### src/rtl/irq_entry_pkg.sv
package irq_entry_pkg;

   localparam int MODE_W = 2;
   localparam int NUM_MODES = 2 ** MODE_W;

   typedef enum logic [MODE_W-1:0] {
      MODE_USER = 2'd0,
      MODE_IRQ  = 2'd1,
      MODE_SUPV = 2'd2,
      MODE_SYS  = 2'd3
   } mode_e;

   typedef struct packed {
      mode_e mode;
      logic  dis;
   } status_t;

   localparam status_t STATUS_RESET = '{mode: MODE_SUPV, dis: 1'b1};
   localparam status_t STATUS_ENTRY = '{mode: MODE_IRQ,  dis: 1'b1};

endpackage

### src/rtl/irq_take_gate.sv
module irq_take_gate (
   input  logic boundary_i,
   input  logic irq_i,
   input  logic dis_i,
   input  logic ret_i,
   output logic take_o
);
   // Request is sampled only between instructions and only when unmasked;
   // a return in the same cycle has precedence.
   always_comb begin
      take_o = boundary_i & irq_i & ~dis_i & ~ret_i;
   end
endmodule

### src/rtl/irq_status_reg.sv
module irq_status_reg
   import irq_entry_pkg::*;
(
   input  logic    clk_i,
   input  logic    rst_ni,
   input  logic    take_i,
   input  logic    ret_i,
   input  logic    wr_i,
   input  status_t wdata_i,
   output status_t cur_o,
   output status_t saved_o
);
   status_t cur_q, saved_q;

   always_ff @(posedge clk_i) begin
      if (!rst_ni) begin
         cur_q   <= STATUS_RESET;
         saved_q <= STATUS_RESET;
      end else if (ret_i) begin
         cur_q   <= saved_q;
      end else if (take_i) begin
         saved_q <= cur_q;
         cur_q   <= STATUS_ENTRY;
      end else if (wr_i) begin
         cur_q   <= wdata_i;
      end
   end

   assign cur_o   = cur_q;
   assign saved_o = saved_q;
endmodule

### src/rtl/irq_lr_bank.sv
module irq_lr_bank
   import irq_entry_pkg::*;
#(
   parameter int AW = 32
) (
   input  logic          clk_i,
   input  logic          rst_ni,
   input  logic          take_i,
   input  logic [AW-1:0] entry_pc_i,
   input  logic          wr_i,
   input  logic [AW-1:0] wdata_i,
   input  mode_e         cur_mode_i,
   output logic [AW-1:0] rd_data_o,
   output logic [AW-1:0] irq_lr_o
);
   logic [AW-1:0] lr_q [NUM_MODES];

   for (genvar g = 0; g < NUM_MODES; g++) begin : g_bank
      localparam bit IS_IRQ_BANK = (g == int'(MODE_IRQ));
      always_ff @(posedge clk_i) begin
         if (!rst_ni) begin
            lr_q[g] <= '0;
         end else if (IS_IRQ_BANK && take_i) begin
            lr_q[g] <= entry_pc_i;
         end else if (wr_i && !take_i && (int'(cur_mode_i) == g)) begin
            lr_q[g] <= wdata_i;
         end
      end
   end

   assign rd_data_o = lr_q[cur_mode_i];
   assign irq_lr_o  = lr_q[MODE_IRQ];
endmodule

### src/rtl/irq_entry_seq.sv
module irq_entry_seq
   import irq_entry_pkg::*;
#(
   parameter int          AW       = 32,
   parameter logic [63:0] VECTOR   = 64'h18,
   parameter logic [63:0] RESET_PC = 64'h0
) (
   input  logic          clk_i,
   input  logic          rst_ni,
   input  logic          irq_i,
   input  logic          boundary_i,
   input  logic [AW-1:0] next_pc_i,
   input  logic          ret_i,
   input  logic          sr_wr_i,
   input  logic [1:0]    sr_mode_i,
   input  logic          sr_dis_i,
   input  logic          lr_wr_i,
   input  logic [AW-1:0] lr_wdata_i,
   output logic [AW-1:0] fetch_pc_o,
   output logic          fetch_redirect_o,
   output logic          irq_taken_o,
   output logic [1:0]    mode_o,
   output logic          irq_dis_o,
   output logic [1:0]    saved_mode_o,
   output logic          saved_dis_o,
   output logic [AW-1:0] lr_rd_o,
   output logic [AW-1:0] irq_lr_o
);
   localparam logic [AW-1:0] VEC_ADDR  = VECTOR[AW-1:0];
   localparam logic [AW-1:0] RST_ADDR  = RESET_PC[AW-1:0];

   if (AW < 8 || AW > 64) begin : g_bad_aw
      $error("irq_entry_seq: AW must lie in 8..64");
   end
   if (VECTOR[1:0] != 2'b00) begin : g_bad_vec
      $error("irq_entry_seq: VECTOR must be word aligned");
   end

   logic    take;
   status_t cur_st, saved_st, wr_st;
   logic [AW-1:0] fetch_q;
   logic          redirect_q, taken_q;

   assign wr_st = '{mode: mode_e'(sr_mode_i), dis: sr_dis_i};

   irq_take_gate u_gate (
      .boundary_i (boundary_i),
      .irq_i      (irq_i),
      .dis_i      (cur_st.dis),
      .ret_i      (ret_i),
      .take_o     (take)
   );

   irq_status_reg u_status (
      .clk_i   (clk_i),
      .rst_ni  (rst_ni),
      .take_i  (take),
      .ret_i   (ret_i),
      .wr_i    (sr_wr_i),
      .wdata_i (wr_st),
      .cur_o   (cur_st),
      .saved_o (saved_st)
   );

   irq_lr_bank #(.AW(AW)) u_lr (
      .clk_i      (clk_i),
      .rst_ni     (rst_ni),
      .take_i     (take),
      .entry_pc_i (next_pc_i),
      .wr_i       (lr_wr_i),
      .wdata_i    (lr_wdata_i),
      .cur_mode_i (cur_st.mode),
      .rd_data_o  (lr_rd_o),
      .irq_lr_o   (irq_lr_o)
   );

   always_ff @(posedge clk_i) begin
      if (!rst_ni) begin
         fetch_q    <= RST_ADDR;
         redirect_q <= 1'b0;
         taken_q    <= 1'b0;
      end else begin
         taken_q <= take;
         if (ret_i) begin
            fetch_q    <= irq_lr_o;
            redirect_q <= 1'b1;
         end else if (take) begin
            fetch_q    <= VEC_ADDR;
            redirect_q <= 1'b1;
         end else begin
            redirect_q <= 1'b0;
            if (boundary_i) fetch_q <= next_pc_i;
         end
      end
   end

   assign fetch_pc_o       = fetch_q;
   assign fetch_redirect_o = redirect_q;
   assign irq_taken_o      = taken_q;
   assign mode_o           = cur_st.mode;
   assign irq_dis_o        = cur_st.dis;
   assign saved_mode_o     = saved_st.mode;
   assign saved_dis_o      = saved_st.dis;
endmodule

### config.mk
export PLATFORM = sky130hd
export DESIGN_NAME = irq_entry_seq
export DESIGN_NICKNAME = d
export VERILOG_FILES = /design/src/rtl/irq_entry_pkg.sv /design/src/rtl/irq_take_gate.sv /design/src/rtl/irq_status_reg.sv /design/src/rtl/irq_lr_bank.sv /design/src/rtl/irq_entry_seq.sv
export SDC_FILE = /design/constraint.sdc
export NUM_CORES = 1
export LEC_CHECK = 0
export BUFFER_PORTS_ARGS = -buffer_cell sky130_fd_sc_hd__buf_4
export CAP_MARGIN = 20
export CORE_ASPECT_RATIO = 1.5
export CORE_UTILIZATION = 38
export CTS_CLUSTER_SIZE = 14
export DETAILED_ROUTE_END_ITERATION = 10
export PLACE_DENSITY = 0.6
export SLEW_MARGIN = 20
export SYNTH_ARGS = -nofsm -noshare
export SYNTH_HDL_FRONTEND = slang
export SYNTH_HIERARCHICAL = 1
export SYNTH_SLANG_ARGS = --single-unit
### constraint.sdc
create_clock -name clk_i -period 10 [get_ports clk_i]
set_input_delay 2 -clock clk_i [delete_from_list [all_inputs] [get_ports clk_i]]
set_output_delay 2 -clock clk_i [all_outputs]
set_load 0.02 [all_outputs]
==> run summary, run 1 <==
In this run the critical register-to-register path is launched from u_status/cur_o[1]. The clock skew after layout came out at 0.00946 ns. The count of pins on the block boundary is 178.

The count of cells along the worst register-to-register path is 3. For the pin with the worst max-slew slack, the measured transition is 1.12 ns. Prior to clock tree synthesis, the placed netlist has a worst setup slack of 5.37 ns.

The classification of the worst setup path is in -> reg. In this run the power density over the cells is 170 mW/mm^2. The synthesized netlist contains 35 unique library cells. During placement, the flow inserted port buffers numbering 177.

The die extent in y came out at 180 um. The clock input transition at the sequential cells of the worst setup and hold paths is 0.06 ns. The first global-routing pass estimated 34,100 um of wire. In the synthesized netlist the dominant register cell turns out to be edfxtp_1. The final cycle utilization of the critical path came out at 42.1%.

The initial core utilization came out at 39.0%. The total count of hold-check failures in the final report is 0. The tightest hold margin came out at 0.525 ns. The CTS H-tree depth is 4.

The detailed router's first-iteration violation count is 315. The synthesized netlist devotes 0% of its cell area to XOR and XNOR gates. The largest net degree at the start of global routing came out at 70. The critical path arrival is 4.34 ns. By count the netlist is led by edfxtp_1 (128), nor3_2 (75), dfxtp_1 (40). Setup violations remaining at the end of the flow were counted as 0. The detail-routed via count per cell came out at 5.48.

The floorplan step set the die width to 121 um. The die covers 0.0217 sq mm. The post-CTS setup-driven buffer insertion count is 0. The post-detailed-placement half-perimeter wirelength is 14,000 um. The layout net count came out at 802. The global-route met3 utilization is 3.62%. In this run, post-CTS hold repair placed 0 buffers. The kind of end point of the critical path is a flip-flop.

Yosys attributes the largest share of cell area to edfxtp_1 (48%), dfxtp_1 (10%), nor3_2 (9.4%). Cells with a size suffix above 1 make up 45.5% of the layout. Setup repair after global routing left no endpoint under its margin.

For the final routed database, the setup TNS stands at 0 ns. The area growth from synthesis to layout is 23.9%. The time the final worst path needs with I/O delays and setup is 4.21 ns. The worst-path maximum fanout is 69. The last weighted congestion value of the routability-driven placer is 0.777. Counting every sink on the clock net gives 168. The final wirelength came out at 22,200 um. For this run, the total global-route usage over all layers was measured as 21.1%. In this run the static leakage power is 3.73 nW. The compound-gate portion of the synthesized area is 10.5%. The final worst-path setup slack came out at 5.79 ns. The run finished with clean final reports. The clock tree from TritonCTS is yes. For this run, the number of Yosys warnings is 6. The element type at the critical path start is an input pin. The register area came out at 0.00465 sq mm. The count of nets left with antenna violations after detail routing is 0. The dominant combinational cell family by area after synthesis is simple AND/OR/NAND/NOR gates. The synthesized netlist cell count came out at 583.

The worst hold path belongs to the class reg -> reg. The area of combinational cells with multiple inputs is 0.00283 sq mm. The endpoint identified for the worst register-to-register timing path is u_lr/lr_q[1][22]. In this run the worst setup path terminates at u_lr/lr_q[2][6]. The number of antenna violations at the first check in global routing came out at 0. Counting flops with an async set or reset pin after synthesis yields a share of 0%. The post-synthesis register bit count is 168.

The simple-gate area share of the yosys netlist is 14.2%. The fraction of the mapped netlist area in adder cells came out at 0%. The number of violations of the max-capacitance limit is 0. The register-to-register setup slack came out at 6.82 ns. After floorplanning, the core was divided into 64 placement rows.

In this run the worst setup path begins at ret_i. The number of antenna repair diodes is 0. The total CTS buffers is 17. Of the post-synthesis cell area, the part taken by muxes is 9.73%. Clock tree synthesis selected as its root buffer the cell clkbuf_16. Based on the critical path, the design can be clocked at up to 237 MHz. The final-report max-slew violation count is 0. The number of fillers in the final layout is 1,837. The cell area after synthesis is 0.00802 sq mm. The net count after synthesis is 657. The DRC violation count after routing came out at 0. The met2 usage is 38.9%.

The total of cells resized after clock tree synthesis came out at 0. At the worst endpoint, the required time is 10.13 ns. The via total after detailed routing came out at 5,503.

The peak ir drop on the vdd network is 0.116 mV. The global routing stage identified its most utilized layer as met2. The count of flip-flops with a built-in enable after synthesis is 128. The number of global-route vias before repair came out at 5,761. The per-instance average area after synthesis is 13.8 sq um. The largest area contributor in the synthesized netlist is edfxtp_1. The most common cell in the synthesized netlist is edfxtp_1.

The total iterations of the first detailed-routing run came out at 4. Global routing used 24.6% of the available met1 tracks. The deepest clock path buffer count is 2.

The region available for standard cell placement spans 0.0206 sq mm. The global-route congestion overflow total is 0. The share of synthesized area occupied by flip-flops and latches came out at 57.9%. The normalized max-slew margin is 25.4%. The clock insertion delay at the later pin of the skew report came out at 0.43 ns. The detailed-route wire length per cell is 22.1 um. The top-area cell type share of the netlist area came out at 47.9%.
## state kept, by name, summed over array words and instances (netlist names)
register	flops
u_lr/lr_q	128
fetch_pc_o	32
u_status/saved_o	3
fetch_redirect_o	1
irq_taken_o	1
u_status/cur_o	3
## critical path, cell delays in order
cell      delay, ns
buf_4          0.28
and4bb_2       0.53
nand3b_4       0.48
buf_4          0.85
nor3_1         0.14
## report_power, final
| part | switching (mW) | internal, mW | leakage (nW) |
|---|---|---|---|
| Clock | 0.272 | 0.340 | 0.259 |
| Combinational | 0.157 | 0.105 | 1.79 |
| Sequential | 0.0222 | 0.794 | 1.67 |
| Total | 0.451 | 1.24 | 3.73 |
## worst min path at each step
stage,cells after the start,slack [ns],startpoint,endpoint
after floorplan,2,0.58,fetch_pc_o[26],fetch_pc_o[26]
after global placement,2,0.50,fetch_pc_o[11],fetch_pc_o[11]
after detailed placement,2,0.52,fetch_pc_o[14],fetch_pc_o[14]
after CTS,2,0.53,fetch_pc_o[19],fetch_pc_o[19]
after global routing,2,0.54,fetch_pc_o[19],fetch_pc_o[19]
final,2,0.53,fetch_pc_o[19],fetch_pc_o[19]
## cell usage in the layout, fill, tap and decap left out, types with 2 or more instances in the layout
cell type	synthesis	layout
buf_4	3	179
edfxtp_1	128	128
nor3_2	75	75
dfxtp_1	40	38
inv_1	36	36
o21ai_0	36	34
nand2_1	33	33
a21oi_1	33	33
mux4_2	32	32
a32o_1	32	32
o21ai_1	31	30
nor3_1	21	21
clkbuf_16	0	17
mux2i_1	6	6
clkinv_4	0	4
clkinv_2	0	4
buf_16	0	4
clkinvlp_4	0	3
o21ai_4	0	3
nor2b_1	2	2
clkbuf_1	9	2
nor2b_4	2	2
nand2b_1	3	2
## kinds of logic after synthesis
logic type | Yosys count
buf+inv | 93
compound gates | 135
simple gates | 149
mux | 38
flops | 168
## layout make-up
class	count	area share, %
Clock inverter	12	1.08
Tap cell	264	3.32
Clock buffer	19	4.36
Sequential cell	168	46.8
Inverter	36	1.36
Timing Repair Buffer	183	14.6
Multi-Input combinational cell	322	28.4
## metrics by stage
| stage | power (mW) | utilization, % | instances | cell area, sq um |
|---|---|---|---|---|
| after floorplan | 0.980 | - | 583 | 8020 |
| after global placement | 1.08 | 45.1 | 969 | 9280 |
| after detailed placement | 1.10 | 45.6 | 973 | 9390 |
| after CTS | 1.71 | 48.2 | 1004 | 9930 |
| after global routing | 1.75 | 48.3 | 1004 | 9940 |
| final | 1.69 | 48.3 | 1004 | 9940 |
## routing by layer
layer | routed length, um | share of wire (%)
met3 | 861 | 3.9
met2 | 12300 | 55
met4 | 306 | 1.4
met5 | 0 | 0
met1 | 8730 | 39
Note: power is estimated with default switching activity, not from simulation.
==> run 2: changes to the inputs <==
--- a/config.mk
+++ b/config.mk
@@ -11,7 +11,7 @@
 export CORE_UTILIZATION = 38
 export CTS_CLUSTER_SIZE = 14
 export DETAILED_ROUTE_END_ITERATION = 10
-export PLACE_DENSITY = 0.6
+export PLACE_DENSITY = 0.63
 export SLEW_MARGIN = 20
 export SYNTH_ARGS = -nofsm -noshare
 export SYNTH_HDL_FRONTEND = slang
==> constraint.sdc (replaced) <==
create_clock -name clk_i -period 3.48 [get_ports clk_i]
set_input_delay 0.696 -clock clk_i [delete_from_list [all_inputs] [get_ports clk_i]]
set_output_delay 0.696 -clock clk_i [all_outputs]
set_load 0.02 [all_outputs]
==> run 2 against run 1 <==
Combinational power grew to 2.9 times the previous value. Sequential share of layout area shrank 0.47 points. Highest routed layer unchanged. Power grew to 2.9 times the previous value. Critical path type is now reg -> out.
==> run summary, run 2 (synthesized netlist as in run 1, its figures left out) <==
The area growth from synthesis to layout is 25.1% (was 23.9%). The classification of the worst setup path is reg -> out (was in -> reg). Cell-by-cell listing of the critical path: buf_12 -> mux4_2 -> buf_4 (was buf_4 -> and4bb_2 -> nand3b_4 -> buf_4 -> nor3_1).

The net switching power came out at 1.34 mW (was 451 uW). The TritonCTS sink count is 168 (unchanged). The last weighted congestion value of the routability-driven placer came out at 0.758 (was 0.777). The normalized max-slew margin came out at 32.8% (was 25.4%). The global-route usage over all layers came out at 21.2% (was 21.1%).

The die extent in y is 180 um (unchanged). The number of stages on the worst hold path came to 2 (unchanged). The cell with the biggest individual delay on the critical path was dfxtp_2 (was buf_4). The element type at the critical path start is a flip-flop (was input pin). The power density over cell area came out at 493 mW/mm^2 (was 170 mW/mm^2). The final wirelength is 22,500 um (was 22,200 um). The tightest hold margin is 0.514 ns (was 0.525 ns). The total die area came out at 0.0217 sq mm (unchanged). The DRC violation count after routing came out at 0 (unchanged). The via total after detailed routing came out at 5,577 (was 5,503).

The number of antenna repair diodes was 0 (unchanged). The largest net degree at the start of global routing is 40 (was 70). The first-pass GRT wire length came out at 33,900 um (was 34,100 um). The clock tree from TritonCTS is yes (unchanged).

The post-CTS setup-driven buffer insertion count is 0 (unchanged). The capture instance of the worst register-to-register path is u_lr/lr_q[3][15] (was u_lr/lr_q[1][22]). Timing would allow up to 336 MHz.

The detail-routed via count per cell is 5.49 (was 5.48). The number of global-route vias before repair came out at 5,777 (was 5,761). The register with the most flip-flops is u_lr/lr_q (unchanged). The total count of hold-check failures in the final report came out at 0 (unchanged). The standard cell core area came out at 0.0206 sq mm (unchanged).

The total number of placement rows is 64 (unchanged). The buffer type at the clock tree root is clkbuf_16 (unchanged). The count of cells along the worst register-to-register path is 5 (was 3). The total iterations of the first detailed-routing run came to 5 (was 4). The number of flip-flops under the largest register name was 128 (unchanged). The time the final worst path needs with I/O delays and setup is 2.97 ns.

The dominant delay contributor by cell family on the critical path was flip-flops (was simple AND/OR/NAND/NOR gates). The number of fillers in the final layout came to 1,799 (was 1,837). The total of cells resized after clock tree synthesis is 0 (unchanged). The clock insertion delay at the later pin of the skew report came out at 0.43 ns (about the same).

The most frequent standard cell in the layout excluding fill and tap cells is buf_4 (unchanged). The number of buffers and inverters on the critical path came out at 2 (unchanged). The critical path arrival is 2.28 ns (was 4.34 ns). The number of antenna violations at the first check in global routing is 0 (unchanged). The internal power contribution was 3.61 mW (was 1.24 mW). The share of total power consumed by net switching is 27.1% (was 26.7%).

The clock network power share came out at 37.2% (was 36.2%). The kind of path behind the tightest hold check is reg -> reg (unchanged). The share of layout cells above drive strength 1 came out at 46.3% (was 45.5%). The final cycle utilization of the critical path came out at 85.4%.

The register-to-register setup slack is 1.01 ns (was 6.82 ns). The post-placement setup slack is 0.627 ns (was 5.37 ns). The clock input transition at the sequential cells of the worst setup and hold paths is 0.06 ns (about the same). The initial core utilization is 39.0% (unchanged). The largest stage delay on the critical path came to 0.79 ns (was 0.85 ns). The end point of the most critical hold path is u_status/saved_o[0] (was fetch_pc_o[19]). The count of pins on the block boundary came to 178 (unchanged). The hold path startpoint is u_status/saved_o[0] (was fetch_pc_o[19]). The detailed-route wire length per cell came to 22.1 um (about the same).

The layout net count came out at 813 (was 802). The number of violations of the max-capacitance limit is 0 (unchanged). RSZ-0062 raised after global routing: false (unchanged).

The cell leakage power is 3.78 nW (was 3.73 nW). The clock skew after layout is 0.00872 ns (was 0.00946 ns). The final setup violation count is 0 (unchanged). The horizontal extent of the die was 121 um (unchanged). The worst reg2reg path startpoint is u_status/cur_o[1] (unchanged). The global-route congestion overflow total is 0 (unchanged). The worst-path maximum fanout is 21 (was 69).

The final worst-path setup slack is 0.506 ns (was 5.79 ns). The total CTS buffers is 17 (unchanged). The measured slew at the worst slew-check pin is 1.01 ns (was 1.12 ns). The number of hold-repair buffers added at the cts stage came to 0 (unchanged). The final-report max-slew violation count is 0 (unchanged). The required time of the critical path is 2.78 ns (was 10.13 ns). The peak ir drop on the vdd network is 0.349 mV (was 0.116 mV).

Most frequent cells in the layout: buf_4 (188), edfxtp_1 (128), nor3_2 (75), dfxtp_1 (38), inv_1 (36) (was buf_4 (179), edfxtp_1 (128), nor3_2 (75), dfxtp_1 (38), inv_1 (36)). The detailed router's first-iteration violation count came out at 445 (was 315). The kind of end point of the critical path is an output pin (was flip-flop). The CTS H-tree depth is 4 (unchanged). The number of I/O port buffers came out at 177 (unchanged). The combinational share of power was 15.4% (was 15.5%). The part of the power in registers is 47.4% (was 48.3%). The count of nets left with antenna violations after detail routing came out at 0 (unchanged).

The deepest clock path buffer count is 2 (unchanged). Result of the run: finished, final reports clean (unchanged). The post-detailed-placement half-perimeter wirelength is 15,300 um (was 14,000 um).
==> run 2: cell types whose count changed in the layout (fill, tap and decap cells not counted), sizes merged <==
cell | previous run | this run
clkinv | 8 | 4
clkbuf | 19 | 18
inv | 36 | 42
buf | 183 | 194
==> run 2: cell type report <==
| type | instances | area, sq um | area share (%) |
|---|---|---|---|
| multi-input combinational | 322 | 2810 | 28.0 |
| sequential | 168 | 4650 | 46.3 |
| clock buffer | 18 | 439 | 4.38 |
| timing repair buffer | 194 | 1530 | 15.3 |
| clock inverter | 14 | 138 | 1.37 |
| inverter | 36 | 135 | 1.35 |
| tap | 264 | 330 | 3.29 |
==> run 2: how the worst max path moves through the flow <==
stage / depth (start not counted) / startpoint / slack (ns) / end
2_1_floorplan: 3 / boundary_i / -0.45 / u_lr/lr_q[3][0]
3_3_place_gp: 5 / ret_i / 0.68 / u_lr/lr_q[1][31]
3_5_place_dp: 5 / ret_i / 0.63 / u_lr/lr_q[3][24]
4_1_cts: 3 / u_status/cur_o[1] / 0.42 / lr_rd_o[16]
5_1_grt: 3 / u_status/cur_o[1] / 0.38 / lr_rd_o[21]
6_report: 3 / u_status/cur_o[1] / 0.51 / lr_rd_o[21]
==> run 2: metrics by stage <==
stage                     instances  cell area (sq um)  util, %  total power [mW]  setup TNS (ns)
after CTS                      1016              10000     48.7              5.00               0
final                          1016              10000     48.7              4.95               0
after global placement          984               9460     45.9              3.14               0
after floorplan                 583               8020        -              2.82          -28.64
after detailed placement        984               9460     45.9              3.16               0
after global routing           1016              10000     48.7              5.12               0
==> run 2: tightest hold or removal path: stages (launching register included) <==
cell and delay, ns:
dfxtp_1 0.35, mux2i_1 0.08, nand2_1 0.06
==> run 2: routing by layer <==
metal	vias to the layer above	track usage, %	wire, um
li1	2537	-	-
met1	2779	23.1	8170
met2	218	39.6	12500
met3	43	3.24	1040
met4	0	9.78	718
met5	-	0	0
==> run 2: power groups by stage <==
stage / combinational (mW) / sequential (mW) / clock [mW]
finish: 0.761 / 2.35 / 1.84
global route: 0.806 / 2.36 / 1.96
CTS: 0.768 / 2.35 / 1.88
detailed placement: 0.765 / 2.39 / 0
global placement: 0.755 / 2.38 / 0
floorplan: 0.394 / 2.42 / 0
==> run 3: changes to the inputs <==
--- a/config.mk
+++ b/config.mk
@@ -11,6 +11,7 @@
 export CORE_UTILIZATION = 38
 export CTS_CLUSTER_SIZE = 14
 export DETAILED_ROUTE_END_ITERATION = 10
+export MAX_ROUTING_LAYER = met4
 export PLACE_DENSITY = 0.63
 export SLEW_MARGIN = 20
 export SYNTH_ARGS = -nofsm -noshare
==> run 3 against run 2 <==
Die area unchanged. Sequential cell count unchanged. Largest power group unchanged. Clock-buffer cell count stayed put. Final cell count unchanged. Clock power about the same. Sequential power is essentially flat. Fmax is 0.18% lower. Clock skew about the same. Register-to-register slack about the same. Non-clock buffer count unchanged.
==> run summary, run 3 (synthesized netlist as in run 1, its figures left out) <==
The power density over cell area came to 493 mW/mm^2 (about the same). The post-route total power is 4.95 mW (about the same). Result of the run: finished, final reports clean (unchanged). The die extent in y is 180 um (unchanged). The clock tree from TritonCTS is yes (unchanged). The detailed router's first-iteration violation count came out at 423 (was 445). The post-route cell area came out at 0.0100 sq mm (unchanged). The clock input transition at the sequential cells of the worst setup and hold paths came out at 0.06 ns (about the same). The post-placement setup slack came out at 0.627 ns (unchanged). The TritonCTS sink count was 168 (unchanged). The measured slew at the worst slew-check pin came to 0.997 ns (was 1.01 ns). The final-report max-slew violation count is 0 (unchanged). The DRC violation count after routing is 0 (unchanged). The global-route usage over all layers came to 21.8% (was 21.2%).

The total of cells resized after clock tree synthesis came to 0 (unchanged). The capture instance of the worst register-to-register path was u_lr/lr_q[3][17] (was u_lr/lr_q[3][15]). The number of fillers in the final layout was 1,799 (unchanged). The number of hold-repair buffers added at the cts stage came to 0 (unchanged). The worst-path maximum fanout is 21 (unchanged). The wire length on met3 came to 1080 um (was 1040 um). The final setup violation count was 0 (unchanged). The register with the most flip-flops was u_lr/lr_q (unchanged).

The share of layout cells above drive strength 1 is 46.3% (unchanged). The kind of path behind the tightest hold check is reg -> reg (unchanged). The post-detailed-placement cell area came out at 0.00946 sq mm (unchanged).

The required time of the critical path is 2.78 ns (about the same). The hold path startpoint was u_status/saved_o[0] (unchanged). The global-route congestion overflow total is 0 (unchanged). The count of pins on the block boundary is 178 (unchanged). The deepest clock path buffer count is 2 (unchanged).

The largest net degree at the start of global routing is 40 (unchanged). The CTS H-tree depth is 4 (unchanged). The first-pass GRT wire length is 33,900 um (about the same). RSZ-0062 raised after global routing: false (unchanged). The clock skew after layout came out at 0.00847 ns (was 0.00872 ns).

The number of global-route vias before repair came out at 5,771 (was 5,777). The last weighted congestion value of the routability-driven placer came out at 0.767 (was 0.758). The number of stages on the worst hold path came out at 2 (unchanged). The achievable clock frequency came out at 336 MHz (about the same). The peak ir drop on the vdd network came out at 0.348 mV (was 0.349 mV). The kind of end point of the critical path is an output pin (unchanged).

The via total after detailed routing is 5,559 (was 5,577). The detailed-route wire length per cell was 22.0 um (was 22.1 um). The count of cells along the worst register-to-register path came out at 5 (unchanged). The number of I/O port buffers was 177 (unchanged). The final worst-path setup slack came out at 0.501 ns (was 0.506 ns). The count of nets left with antenna violations after detail routing came out at 0 (unchanged).

Most frequent cells in the layout: buf_4 (188), edfxtp_1 (128), nor3_2 (75), dfxtp_1 (38), inv_1 (36) (unchanged). The post-detailed-placement half-perimeter wirelength came out at 15,300 um (unchanged). The total instance count after detailed placement is 984 (unchanged). The time the final worst path needs with I/O delays and setup is 2.98 ns (was 2.97 ns). The total CTS buffers came out at 17 (unchanged). The most frequent standard cell in the layout excluding fill and tap cells was buf_4 (unchanged). The wire length on met1 came out at 8100 um (was 8170 um). The fraction of the core area covered by cells at the end of the flow came to 48.7% (unchanged). The total die area is 0.0217 sq mm (unchanged). The final cycle utilization of the critical path is 85.6% (was 85.4%).

The post-CTS setup-driven buffer insertion count is 0 (unchanged). The initial core utilization came out at 39.0% (unchanged). The total iterations of the first detailed-routing run came out at 5 (unchanged). The standard cell core area came to 0.0206 sq mm (unchanged).

The total count of hold-check failures in the final report is 0 (unchanged). The detail-routed via count per cell came to 5.47 (was 5.49). The element type at the critical path start is a flip-flop (unchanged). The clock insertion delay at the later pin of the skew report came out at 0.43 ns (about the same).

The register-to-register setup slack came out at 1.01 ns (about the same). The total number of placement rows is 64 (unchanged). The final wirelength is 22,400 um (was 22,500 um).

The worst reg2reg path startpoint is u_status/cur_o[1] (unchanged). The buffer type at the clock tree root is clkbuf_16 (unchanged). The layout net count came to 813 (unchanged). The normalized max-slew margin is 33.5% (was 32.8%).

The number of antenna violations at the first check in global routing came out at 0 (unchanged). The number of flip-flops under the largest register name is 128 (unchanged). The horizontal extent of the die was 121 um (unchanged). The number of violations of the max-capacitance limit is 0 (unchanged). The classification of the worst setup path is reg -> out (unchanged). The area growth from synthesis to layout is 25.1% (unchanged). The number of antenna repair diodes came out at 0 (unchanged). The final instance count without filler cells was 1,016 (unchanged). The total met2 wirelength after detailed routing came out at 12,500 um (about the same). The cell leakage power was 3.78 nW (unchanged). The end point of the most critical hold path is u_status/saved_o[0] (unchanged).

The top metal layer carrying routed signals is met4 (unchanged). The critical path arrival came out at 2.28 ns (about the same).
==> run 3: cell counts in the layout (fill, tap and decap cells not counted) <==
Identical to the previous run, type by type.
==> run 3: cell type report <==
class	count	area (sq um)	area share [%]
Clock inverter	14	138	1.37
Sequential cell	168	4650	46.3
Inverter	36	135	1.35
Clock buffer	18	439	4.38
Tap cell	264	330	3.29
Multi-Input combinational cell	322	2810	28.0
Timing Repair Buffer	194	1530	15.3
==> run 3: worst max-delay path by stage <==
stage	startpoint	end	slack, ns	depth (start not counted)
after floorplan	boundary_i	u_lr/lr_q[3][0]	-0.45	3
after global placement	ret_i	u_lr/lr_q[1][31]	0.68	5
after detailed placement	ret_i	u_lr/lr_q[3][24]	0.63	5
after CTS	u_status/cur_o[1]	lr_rd_o[16]	0.42	3
after global routing	u_status/cur_o[1]	lr_rd_o[21]	0.38	3
final	u_status/cur_o[1]	lr_rd_o[21]	0.50	3
==> run 3: report_power, final <==
group	internal [mW]	switching [mW]	total, mW
registers	2.28	0.0670	2.35
clock network	1.02	0.821	1.84
logic	0.306	0.454	0.759
==> run 3: metal layers <==
metal / track usage (%) / vias up
met3: 3.05 / 45
met1: 23.3 / 2751
met2: 39.4 / 227
met5: - / -
met4: 9.78 / 0
li1: - / 2536
==> run 3: stage by stage <==
step | setup TNS [ns] | hold WS (ns)
6_report | 0 | 0.513
5_1_grt | 0 | 0.545
4_1_cts | 0 | 0.516
3_5_place_dp | 0 | 0.499
3_3_place_gp | 0 | 0.499
2_1_floorplan | -28.64 | 0.584
==> run 3: critical path: stages (launching register included) <==
cell and delay [ns]:
dfxtp_2 0.79, buf_12 0.29, mux4_2 0.57, buf_4 0.18
